--- src/rtl/acc_cpu_pkg.sv ---
package acc_cpu_pkg;

  typedef enum logic [2:0] {
    OP_ADD = 3'd0,
    OP_NOR = 3'd1,
    OP_STO = 3'd2,
    OP_JSR = 3'd3,
    OP_JNZ = 3'd4,
    OP_JNC = 3'd5,
    OP_RTI = 3'd6,
    OP_RTS = 3'd7
  } op_e;

  typedef enum logic [1:0] {
    S_FETCH,
    S_DEC,
    S_PTR,
    S_ALU
  } state_e;

  typedef struct packed {
    op_e         op;
    logic        ind;
    logic [11:0] dir;
  } instr_t;

endpackage

--- src/rtl/acc_alu.sv ---
module acc_alu
  import acc_cpu_pkg::*;
#(
  parameter int unsigned DATA_W = 16
) (
  input  op_e               op_i,
  input  logic [DATA_W-1:0] acc_i,
  input  logic [DATA_W-1:0] opnd_i,
  input  logic              c_i,
  output logic [DATA_W-1:0] res_o,
  output logic              c_o,
  output logic              z_o
);

  logic [DATA_W:0] sum;

  always_comb begin
    sum = {1'b0, acc_i} + {1'b0, opnd_i};
    if (op_i == OP_NOR) begin
      res_o = ~(acc_i | opnd_i);
      c_o   = c_i;
    end else begin
      res_o = sum[DATA_W-1:0];
      c_o   = sum[DATA_W];
    end
    z_o = (res_o == '0);
  end

endmodule

--- src/rtl/acc_ret_stack.sv ---
module acc_ret_stack #(
  parameter int unsigned DEPTH = 8,
  parameter int unsigned W     = 12
) (
  input  logic         clk_i,
  input  logic         rst_ni,
  input  logic         push_i,
  input  logic         pop_i,
  input  logic [W-1:0] data_i,
  output logic [W-1:0] top_o
);

  localparam int unsigned IW = (DEPTH > 1) ? $clog2(DEPTH) : 1;

  logic [IW-1:0] ptr_q;
  logic [W-1:0]  ent_q [DEPTH];
  logic [IW-1:0] top_idx;

  // circular: overflow overwrites oldest, underflow just wraps
  assign top_idx = ptr_q - IW'(1);
  assign top_o   = ent_q[top_idx];

  always_ff @(posedge clk_i or negedge rst_ni) begin
    if (!rst_ni) begin
      ptr_q <= '0;
      for (int i = 0; i < DEPTH; i++) ent_q[i] <= '0;
    end else if (push_i) begin
      ent_q[ptr_q] <= data_i;
      ptr_q        <= ptr_q + IW'(1);
    end else if (pop_i) begin
      ptr_q <= top_idx;
    end
  end

endmodule

--- src/rtl/acc_cpu.sv ---
module acc_cpu
  import acc_cpu_pkg::*;
#(
  parameter int unsigned    DATA_W      = 16,
  parameter int unsigned    ADDR_W      = 16,
  parameter int unsigned    PC_W        = 12,
  parameter int unsigned    STACK_DEPTH = 8,
  parameter logic [PC_W-1:0] IRQ_VEC    = 12'h008
) (
  input  logic              clk_i,
  input  logic              rst_ni,
  input  logic              irq_i,
  output logic [ADDR_W-1:0] mem_addr_o,
  output logic [DATA_W-1:0] mem_wdata_o,
  output logic              mem_we_o,
  input  logic [DATA_W-1:0] mem_rdata_i
);

  state_e            state_q;
  logic [PC_W-1:0]   pc_q, pc_inc, stk_top, push_data;
  logic [DATA_W-1:0] acc_q, alu_res;
  logic              c_q, z_q, ie_q, alu_c, alu_z;
  instr_t            ir_q, ir_cur;
  logic              irq_take, push, pop;
  logic [ADDR_W-1:0] dir_ext, pc_ext;

  assign ir_cur   = (state_q == S_DEC) ? instr_t'(mem_rdata_i[15:0]) : ir_q;
  assign pc_inc   = pc_q + PC_W'(1);
  assign dir_ext  = ADDR_W'(ir_cur.dir);
  assign pc_ext   = ADDR_W'(pc_q);
  assign irq_take = (state_q == S_FETCH) && irq_i && ie_q;

  acc_alu #(.DATA_W(DATA_W)) u_alu (
    .op_i  (ir_q.op),
    .acc_i (acc_q),
    .opnd_i(mem_rdata_i),
    .c_i   (c_q),
    .res_o (alu_res),
    .c_o   (alu_c),
    .z_o   (alu_z)
  );

  acc_ret_stack #(.DEPTH(STACK_DEPTH), .W(PC_W)) u_stack (
    .clk_i (clk_i),
    .rst_ni(rst_ni),
    .push_i(push),
    .pop_i (pop),
    .data_i(push_data),
    .top_o (stk_top)
  );

  always_comb begin
    mem_addr_o  = pc_ext;
    mem_we_o    = 1'b0;
    mem_wdata_o = acc_q;
    push        = 1'b0;
    pop         = 1'b0;
    push_data   = pc_inc;
    case (state_q)
      S_FETCH: begin
        if (irq_take) begin
          push      = 1'b1;
          push_data = pc_q;
        end
      end
      S_DEC: begin
        case (ir_cur.op)
          OP_ADD, OP_NOR: mem_addr_o = dir_ext;
          OP_STO: begin
            mem_addr_o = dir_ext;
            mem_we_o   = !ir_cur.ind;
          end
          OP_JSR:         push = 1'b1;
          OP_RTS, OP_RTI: pop  = 1'b1;
          default: ;
        endcase
      end
      S_PTR: begin
        // pointer word just arrived: it is the effective address
        mem_addr_o = mem_rdata_i[ADDR_W-1:0];
        mem_we_o   = (ir_q.op == OP_STO);
      end
      default: ;
    endcase
  end

  always_ff @(posedge clk_i or negedge rst_ni) begin
    if (!rst_ni) begin
      state_q <= S_FETCH;
      pc_q    <= '0;
      acc_q   <= '0;
      c_q     <= 1'b0;
      z_q     <= 1'b0;
      ie_q    <= 1'b1;
      ir_q    <= '0;
    end else begin
      case (state_q)
        S_FETCH: begin
          if (irq_take) begin
            pc_q <= IRQ_VEC;
            ie_q <= 1'b0;
          end else begin
            state_q <= S_DEC;
          end
        end
        S_DEC: begin
          ir_q    <= ir_cur;
          state_q <= S_FETCH;
          case (ir_cur.op)
            OP_ADD, OP_NOR: begin
              pc_q    <= pc_inc;
              state_q <= ir_cur.ind ? S_PTR : S_ALU;
            end
            OP_STO: begin
              pc_q    <= pc_inc;
              state_q <= ir_cur.ind ? S_PTR : S_FETCH;
            end
            OP_JSR: pc_q <= ir_cur.dir;
            OP_JNZ: begin
              pc_q <= z_q ? pc_inc : ir_cur.dir;
              z_q  <= 1'b0;
            end
            OP_JNC: begin
              pc_q <= c_q ? pc_inc : ir_cur.dir;
              c_q  <= 1'b0;
            end
            OP_RTI: begin
              pc_q <= stk_top;
              ie_q <= 1'b1;
            end
            OP_RTS: pc_q <= stk_top;
            default: ;
          endcase
        end
        S_PTR: begin
          state_q <= (ir_q.op == OP_STO) ? S_FETCH : S_ALU;
        end
        S_ALU: begin
          acc_q   <= alu_res;
          c_q     <= alu_c;
          z_q     <= alu_z;
          state_q <= S_FETCH;
        end
        default: state_q <= S_FETCH;
      endcase
    end
  end

endmodule

--- config.mk ---
export PLATFORM = sky130hd
export DESIGN_NAME = acc_cpu
export DESIGN_NICKNAME = d
export VERILOG_FILES = /design/src/rtl/acc_cpu_pkg.sv /design/src/rtl/acc_alu.sv /design/src/rtl/acc_ret_stack.sv /design/src/rtl/acc_cpu.sv
export SDC_FILE = /design/constraint.sdc
export NUM_CORES = 1
export LEC_CHECK = 0
export ABC_AREA = 1
export CORE_ASPECT_RATIO = 1.25
export CORE_UTILIZATION = 55
export DETAILED_ROUTE_END_ITERATION = 10
export PLACE_DENSITY = 0.76
export SKIP_CTS_REPAIR_TIMING = 1
export SLEW_MARGIN = 20
export SYNTH_ARGS = -nofsm -noshare
export SYNTH_HDL_FRONTEND = slang
export SYNTH_SLANG_ARGS = --single-unit
--- constraint.sdc ---
create_clock -name clk_i -period 2.4 [get_ports clk_i]
set_input_delay 0.6 -clock clk_i [delete_from_list [all_inputs] [get_ports clk_i]]
set_output_delay 0.6 -clock clk_i [all_outputs]
set_load 0.1 [all_outputs]
[Yosys cells after proc, flatten, opt, wreduce, memory -nomap -nowiden]
Cells that the tools add are included.
Operators by class
  add/sub/neg operators: 4
  multipliers: 0
  divide/modulo/power cells: 0
  order comparisons: 3
  equality and inequality tests: 18
  shifts and indexed selects: 0
  muxes and demuxes: 40
  bitwise logic cells: 4
  reductions and logical operators: 17
Operators with widths (count)
  $mux 12: 9
  $bwmux 96: 1
  $pmux 12 s5: 1
  $bmux 12 s3: 1
  $demux 12 s3: 1
  $mux 16: 2
  $pmux 16 s2: 1
  $pmux 12 s2: 1
  $add 16x16->17: 1
  $logic_not 16->1: 1
  $not 16->16: 1
  $or 16x16->16: 1
  $add 12x1->12 const B: 1
  $eq 3x3->1 const B: 4
  $mux 1: 11
  $pmux 1 s2: 5
  $eq 3x2->1 const B: 3
  $ge 4x4->1 const B: 2
  $not 3->4: 2
  $pmux 2 s4: 1
  $eq 3x1->1 const B: 2
  $mux 2: 3
  $mux 3: 2
  $ne 2x1->1 const B: 3
  other kinds (16): 26
Storage, ports and cells
  flip-flop bits (word level): 148
  bits in latches: 0
  memory bits (writable): 0
  memory bits (read-only): 0
  input bits: 19
  output and inout port bits: 33
  word-level logic and storage cells: 104
  memories: 0

[Logic depth before layout (Yosys ltp)]
Gate-level depths: netlist (run 1).
  depth after elaboration: 8
  mapped depth: 16

[By module]
Synthesis (run 1) repeated with hierarchy kept, for this count alone.
Second synthesis, totals
  cells, all modules: 1432
  area total of the unflattened synthesis: 9793.1 sq um
By module, submodules not included
  acc_ret_stack: instances 1, cells an instance 672, area each 4890.9 sq um, seq. area each 2477.4 sq um
  acc_cpu: instances 1, cells an instance 422, area each 3126.7 sq um, seq. area each 1227.4 sq um
  acc_alu: instances 1, cells an instance 338, area each 1775.5 sq um, seq. area each 0.0 sq um

[Worst setup path before layout (run 1)]
Ideal clock, no wire load.
  path type: register to output
  start: register state_q[1]
  end: output mem_addr_o[0]
  arrival time: 3.132 ns
  required time: 1.800 ns
  slack: -1.332 ns
  stages on the path, launching flop included: 13
  path buffers: 2
  cell sequence: dfrtp_1 -> inv_1 -> ha_1 -> buf_6 -> nand2_1 -> o21ai_4 -> inv_2 -> nand2_2 -> nand2_1 -> o21ai_0 -> nand2_1 -> clkbuf_1 -> o22ai_1
On the way
  word-level cells in the longest chain between the ends: 6
  elaborated cells between the ends (all ways): 9
Ends and longest elaborated chain
  from (decl): RTL line acc_cpu.sv:19  | state_e state_q;
  from (signal assigned): RTL line acc_cpu.sv:112  | state_q <= ir_cur.ind ? S_PTR : S_ALU;
  from (signal assigned): RTL line acc_cpu.sv:116  | state_q <= ir_cur.ind ? S_PTR : S_FETCH;
  from (signal assigned): RTL line acc_cpu.sv:136  | state_q <= (ir_q.op == OP_STO) ? S_FETCH : S_ALU;
  $eq 2x1->1: RTL line acc_cpu.sv:27, acc_cpu.sv:59
  $mux 16: RTL line acc_cpu.sv:27  | assign ir_cur = (state_q == S_DEC) ? instr_t'(mem_rdata_i[15:0]) : ir_q;
  $eq 3x2->1, or another cell as far along: RTL line acc_cpu.sv:67  | case (ir_cur.op)
  $reduce_or 3->1 (no line)
  $mux 12: RTL line acc_cpu.sv:67
  $pmux 16 s2 (*): RTL line acc_cpu.sv:59  | case (state_q)
  to (decl): RTL line acc_cpu.sv:13  | output logic [ADDR_W-1:0] mem_addr_o,
Every way passes the cells marked *; elsewhere a longest branch is shown, timed or not.

[Final worst setup path (run 1)]
  start: register state_q[0]
  end: output mem_addr_o[6]
Same word-level chain as after synthesis.

==> reports/qor.txt, run 1 <==
chip height = 145 um
fin. max-slew vios = 0
Final ANT Viol Nets = 0
skew final = 0.0127 ns
Mapped Area = 0.00898 mm^2
global-route wire length before repair = 42800 um
CP endpoint kind = output pin
DRT Pass-1 Iters = 8
Root Driver = clkbuf_16
total track usage = 0.339
Slew HR = 0.451
drt wl/cell = 17.4 um
share of layout cells above drive strength 1 = 0.223
register clock-pin slew on the reported worst setup and hold paths = 0.06 ns
post-synth top area share = 0.409
initial antenna violation count = 0
CTS H-tree depth = 4
Post-synth top flop = dfrtp_1
Routed met3 length = 1340 um
worst slew pin tran = 0.818 ns
max-cap violations = 0
Hold Crit Class = input pin to asynchronous set/reset pin
final hold violation count = 0
Clock Path Buffers = 2
post-synth net total = 1284
Synth area leaders = dfrtp_1 (41%), nand2_1 (17%), o21ai_0 (8.0%)
M1 WL = 10600 um
critical path class = flip-flop to output pin
Post-synth top cells = nand2_1 (409), dfrtp_1 (147), o21ai_0 (144)
Mapped Cells = 1225
Nets = 1441
width of the chip = 116 um
number of flops mapped to enable cells by yosys = 0
routed vias = 9015
fin util = 0.756
Core ar. = 0.0158 mm^2
num rows = 51
clock sink total = 148
synthesis-to-finish area growth = 32.7%
Antenna Cells = 0
die footprint = 0.0169 mm^2
drt drc = 0
count leader, synth = nand2_1
Storage cell area = 0.00371 mm^2
number of global-route vias before repair = 8711
WP data arrival = 2.29 ns
Synth cell types = 40
DRT iter0 DRCs = 714
synthesized flop and latch total = 148
post-DP HPWL = 19400 um
area leader, netlist = dfrtp_1
Yosys Warn Count = 0
IO buf count = 51
RSZ-0062 raised after global routing = yes
Worst setup SP type = flip-flop
worst-skew pair later-pin latency = 0.44 ns
Seq/Total Area, Yosys = 0.412
area of the multi-input gates = 0.00495 mm^2
num ports = 52
Vias/cell = 5.61
Filler cells = 1190
async set-reset flop share out of synthesis = 1.00
total CTS buffers = 17
Syn Area/Cell = 7.33 um^2
routability cong. = 0.914
DRT Wirelength = 27900 um
Final period util = 1.20
CTS tree = done
met2 routed wirelength = 14800 um
Initial Util = 0.570
final setup fails = 17
outcome = finished with violations
f_max = 346 MHz
failing checks = setup timing
largest net degree at the start of global routing = 70
CP max FO = 6
final worst setup slack = -0.490 ns
Top Metal Used = met4
Remaining Overflow, GRT = 0
Critical Path RT = 1.80 ns
Final Critical Period = 2.89 ns
==> cell type report <==
| class | instances | share of cell area |
|---|---|---|
| repair buffers | 189 | 0.156 |
| well taps | 212 | 0.0223 |
| clock inverters | 11 | 0.0108 |
| flip-flops and latches | 148 | 0.311 |
| multi-input cells | 883 | 0.416 |
| clock buffers | 20 | 0.0375 |
| inverters | 143 | 0.0464 |
==> registers in the layout, indices dropped and copies added (netlist names) <==
register       count
ir_q              16
state_q            2
ie_q               1
u_stack.ptr_q      3
mem_wdata_o       16
pc_q              12
c_q                1
z_q                1
u_stack.ent_q     96
==> worst max-delay path, stage by stage (launching register included) <==
cell and delay (ns):
dfrtp_1 0.44, ha_4 0.25, inv_6 0.06, nor2_4 0.13, a21oi_4 0.05, nand2_4 0.07
nand2_4 0.06, o21ai_4 0.14, nand2_4 0.10, clkbuf_16 0.19, o22ai_4 0.15, buf_12 0.20
==> path summary, 6_finish.rpt <==
kind,start,endpoint,slack [ns],depth (start not counted)
hold reg to reg,u_stack.ent_q[70],u_stack.ent_q[70],0.47,2
max in group asynchronous,rst_ni,u_stack.ptr_q[1],1.58,2
setup / recovery,state_q[0],mem_addr_o[6],-0.49,11
min in group clk_i,u_stack.ent_q[70],u_stack.ent_q[70],0.47,2
hold / removal,rst_ni,u_stack.ent_q[16],0.09,1
setup reg to reg,state_q[0],pc_q[11],0.04,16
==> metrics by stage <==
step / hold slack, ns / cells / TNS (ns) / cell area, um^2 / setup slack (ns)
after CTS: 0.108 / 1598 / -6.49 / 11500 / -0.476
after global routing: 0.123 / 1606 / -7.70 / 11900 / -0.550
after floorplan: 0.304 / 1225 / -4.77 / 9260 / -0.330
final: 0.0870 / 1606 / -6.35 / 11900 / -0.490
after detailed placement: 0.453 / 1567 / -32.83 / 10900 / -0.445
after global placement: 0.448 / 1567 / -29.09 / 10900 / -0.417
==> placed cells by master, fill, tap and decap left out, drive strengths merged, types with 5 or more instances in the layout <==
| cell | n |
|---|---|
| nand2 | 412 |
| o21ai | 181 |
| buf | 171 |
| dfrtp | 147 |
| inv | 142 |
| nor2 | 79 |
| nand3 | 47 |
| a21oi | 40 |
| ha | 39 |
| o211ai | 22 |
| clkbuf | 21 |
| o22ai | 13 |
| clkdlybuf4s50 | 11 |
| xor2 | 9 |
| nor3 | 8 |
| nand4 | 7 |
| a211oi | 7 |
| clkinv | 7 |
| dlymetal6s2s | 6 |
| o221ai | 5 |
==> per-layer routing <==
layer / global-route usage / up-vias
li1: - / 4280
met1: 0.385 / 4306
met2: 0.609 / 338
met3: 0.0504 / 91
met4: 0.181 / 0
met5: 0 / -
==> kinds of logic after synthesis <==
group | synth area share
DFF | 0.412
xor gates and xnor gates | 0.00975
and+or+nand+nor | 0.259
AOI/OAI and AO/OA | 0.170
buffers and inverters | 0.0925
adders and majority gates | 0.0565
Power of run 1 is not shown: default switching activity piles up to over one toggle a cycle in this logic, so the estimate is an artifact.
==> run 2: changes to the inputs <==
==> constraint.sdc (replaced) <==
create_clock -name clk_i -period 2.4 [get_ports clk_i]
set_input_delay 0.6 -clock clk_i [delete_from_list [all_inputs] [get_ports clk_i]]
set_output_delay 0.6 -clock clk_i [all_outputs]
set_load 0.05 [all_outputs]
==> run 2 against run 1 <==
Net effect:
- the flow still finishes with violations (setup timing)
- die area unchanged
- wire length decreased by 5.0%
- global-route usage decreased by 0.97 points
- worst setup slack improved by 0.053 ns
- first-iteration DRC count decreased by 8.8%
- clock-buffer cell count decreased by 1
- utilization decreased by 0.22 points
- critical path depth unchanged
- flip-flop and latch count unchanged
- cell count decreased by 0.12%
- sequential share of layout area about the same
- via count decreased by 1.9%
==> reports/qor.txt, run 2 (synthesis results as in run 1) <==
failing checks = setup timing
commonest non-fill, non-tap cells in the layout = nand2_1 (393), dfrtp_1 (147), o21ai_0 (137)
WP data arrival = 2.24 ns
Clock Path Buffers = 2
routability cong. = 1.00
flop-to-flop setup slack = 0.01 ns
commonest non-fill, non-tap cell in the layout = nand2_1
share of layout cells above drive strength 1 = 0.206
IO buf count = 51
Core ar. = 0.0158 mm^2
Place WS = -0.485 ns
Non-Filler Instances = 1604
Initial Util = 0.570
Hold Crit Class = input pin to asynchronous set/reset pin
largest net degree at the start of global routing = 70
chip height = 145 um
final worst setup slack = -0.437 ns
Remaining Overflow, GRT = 0
post-DP HPWL = 19200 um
critical path class = flip-flop to output pin
initial antenna violation count = 0
Vias/cell = 5.51
total internal power = 9.71 mW
final hold violation count = 0
Final Critical Period = 2.84 ns
DRT Wirelength = 26600 um
global-route wire length before repair = 41900 um
width of the chip = 116 um
die footprint = 0.0169 mm^2
Largest Register = u_stack.ent_q
Storage cell area = 0.00370 mm^2
CTS H-tree depth = 4
skew final = 0.00670 ns
area of the multi-input gates = 0.00490 mm^2
worst flop-to-flop path endpoint = u_stack.ent_q[87]
worst vdd ir = 1.13 mV
Filler cells = 1184
clock sink total = 148
Setup Total Neg Slack = -5.85 ns
Psw = 9.14 mW
worst-skew pair later-pin latency = 0.43 ns
synthesis-to-finish area growth = 32.3%
fin util = 0.754
max reg flops = 96
Leak = 5.89 nW
RSZ-0062 raised after global routing = yes
drt drc = 0
placed instance count = 1561
Worst Reg-to-Reg Cells = 17
Critical Path RT = 1.80 ns
Clk pwr share = 0.137
CP endpoint kind = output pin
fin. max-slew vios = 0
Worst setup SP type = flip-flop
routed vias = 8844
drt wl/cell = 16.6 um
number of global-route vias before repair = 8420
num ports = 52
worst slew pin tran = 0.740 ns
CP max FO = 7
Final ANT Viol Nets = 0
Final period util = 1.18
final setup fails = 17
CTS tree = done
f_max = 352 MHz
DRT iter0 DRCs = 651
Slew HR = 0.505
Antenna Cells = 0
Root Driver = clkbuf_16
Sw Ratio = 0.485
DRT Pass-1 Iters = 5
Nets = 1438
num rows = 51
Tot Pwr = 18.9 mW
Power Density = 1590 mW/mm^2
Gate power share = 0.639
total CTS buffers = 17
R2R Path Start = state_q[0]
max-cap violations = 0
total track usage = 0.329
Seq pwr share = 0.224
register clock-pin slew on the reported worst setup and hold paths = 0.06 ns
outcome = finished with violations
==> run 2: per-stage QoR <==
stage	area [um^2]	hold WS [ns]
finish	11900	0.143
global route	11900	0.180
CTS	11500	0.153
detailed placement	10900	0.456
global placement	10900	0.448
floorplan	9190	0.304
==> run 2: layout make-up <==
type | count | area share
Clock buffer | 19 | 0.0373
Clock inverter | 13 | 0.0104
Inverter | 143 | 0.0466
Multi-Input combinational cell | 883 | 0.413
Sequential cell | 148 | 0.312
Tap cell | 212 | 0.0223
Timing Repair Buffer | 186 | 0.159
==> run 2: how the worst max path moves through the flow <==
stage	start	endpoint	slack (ns)
global placement	mem_rdata_i[0]	z_q	-0.47
floorplan	state_q[1]	mem_addr_o[0]	-0.11
CTS	state_q[1]	mem_addr_o[0]	-0.50
global route	state_q[1]	mem_addr_o[5]	-0.53
finish	state_q[0]	mem_addr_o[5]	-0.44
detailed placement	mem_rdata_i[0]	z_q	-0.49
==> run 2: power groups by stage <==
stage	Clock [mW]	Combinational, mW	Sequential (mW)
2_1_floorplan	0	6.69	4.56
3_3_place_gp	0	11.1	4.18
3_5_place_dp	0	11.2	4.23
4_1_cts	2.61	11.3	4.20
5_1_grt	2.71	13.1	4.33
6_report	2.58	12.0	4.23
==> run 2: layer usage <==
layer,track usage,routed length (um)
met5,0,0
met4,0.173,1160
met3,0.0462,1210
met2,0.594,13800
met1,0.374,10400
==> run 2: critical path, stage by stage (launching register included) <==
cell and delay, ns:
dfrtp_1 0.41, ha_4 0.17, buf_12 0.14, o21ai_4 0.14, inv_2 0.07, nand2_4 0.08, nand2_4 0.05, o21ai_2 0.12
nand2_2 0.12, buf_12 0.17, o22ai_4 0.16, buf_12 0.16
Note: power is estimated with default switching activity, not from simulation.
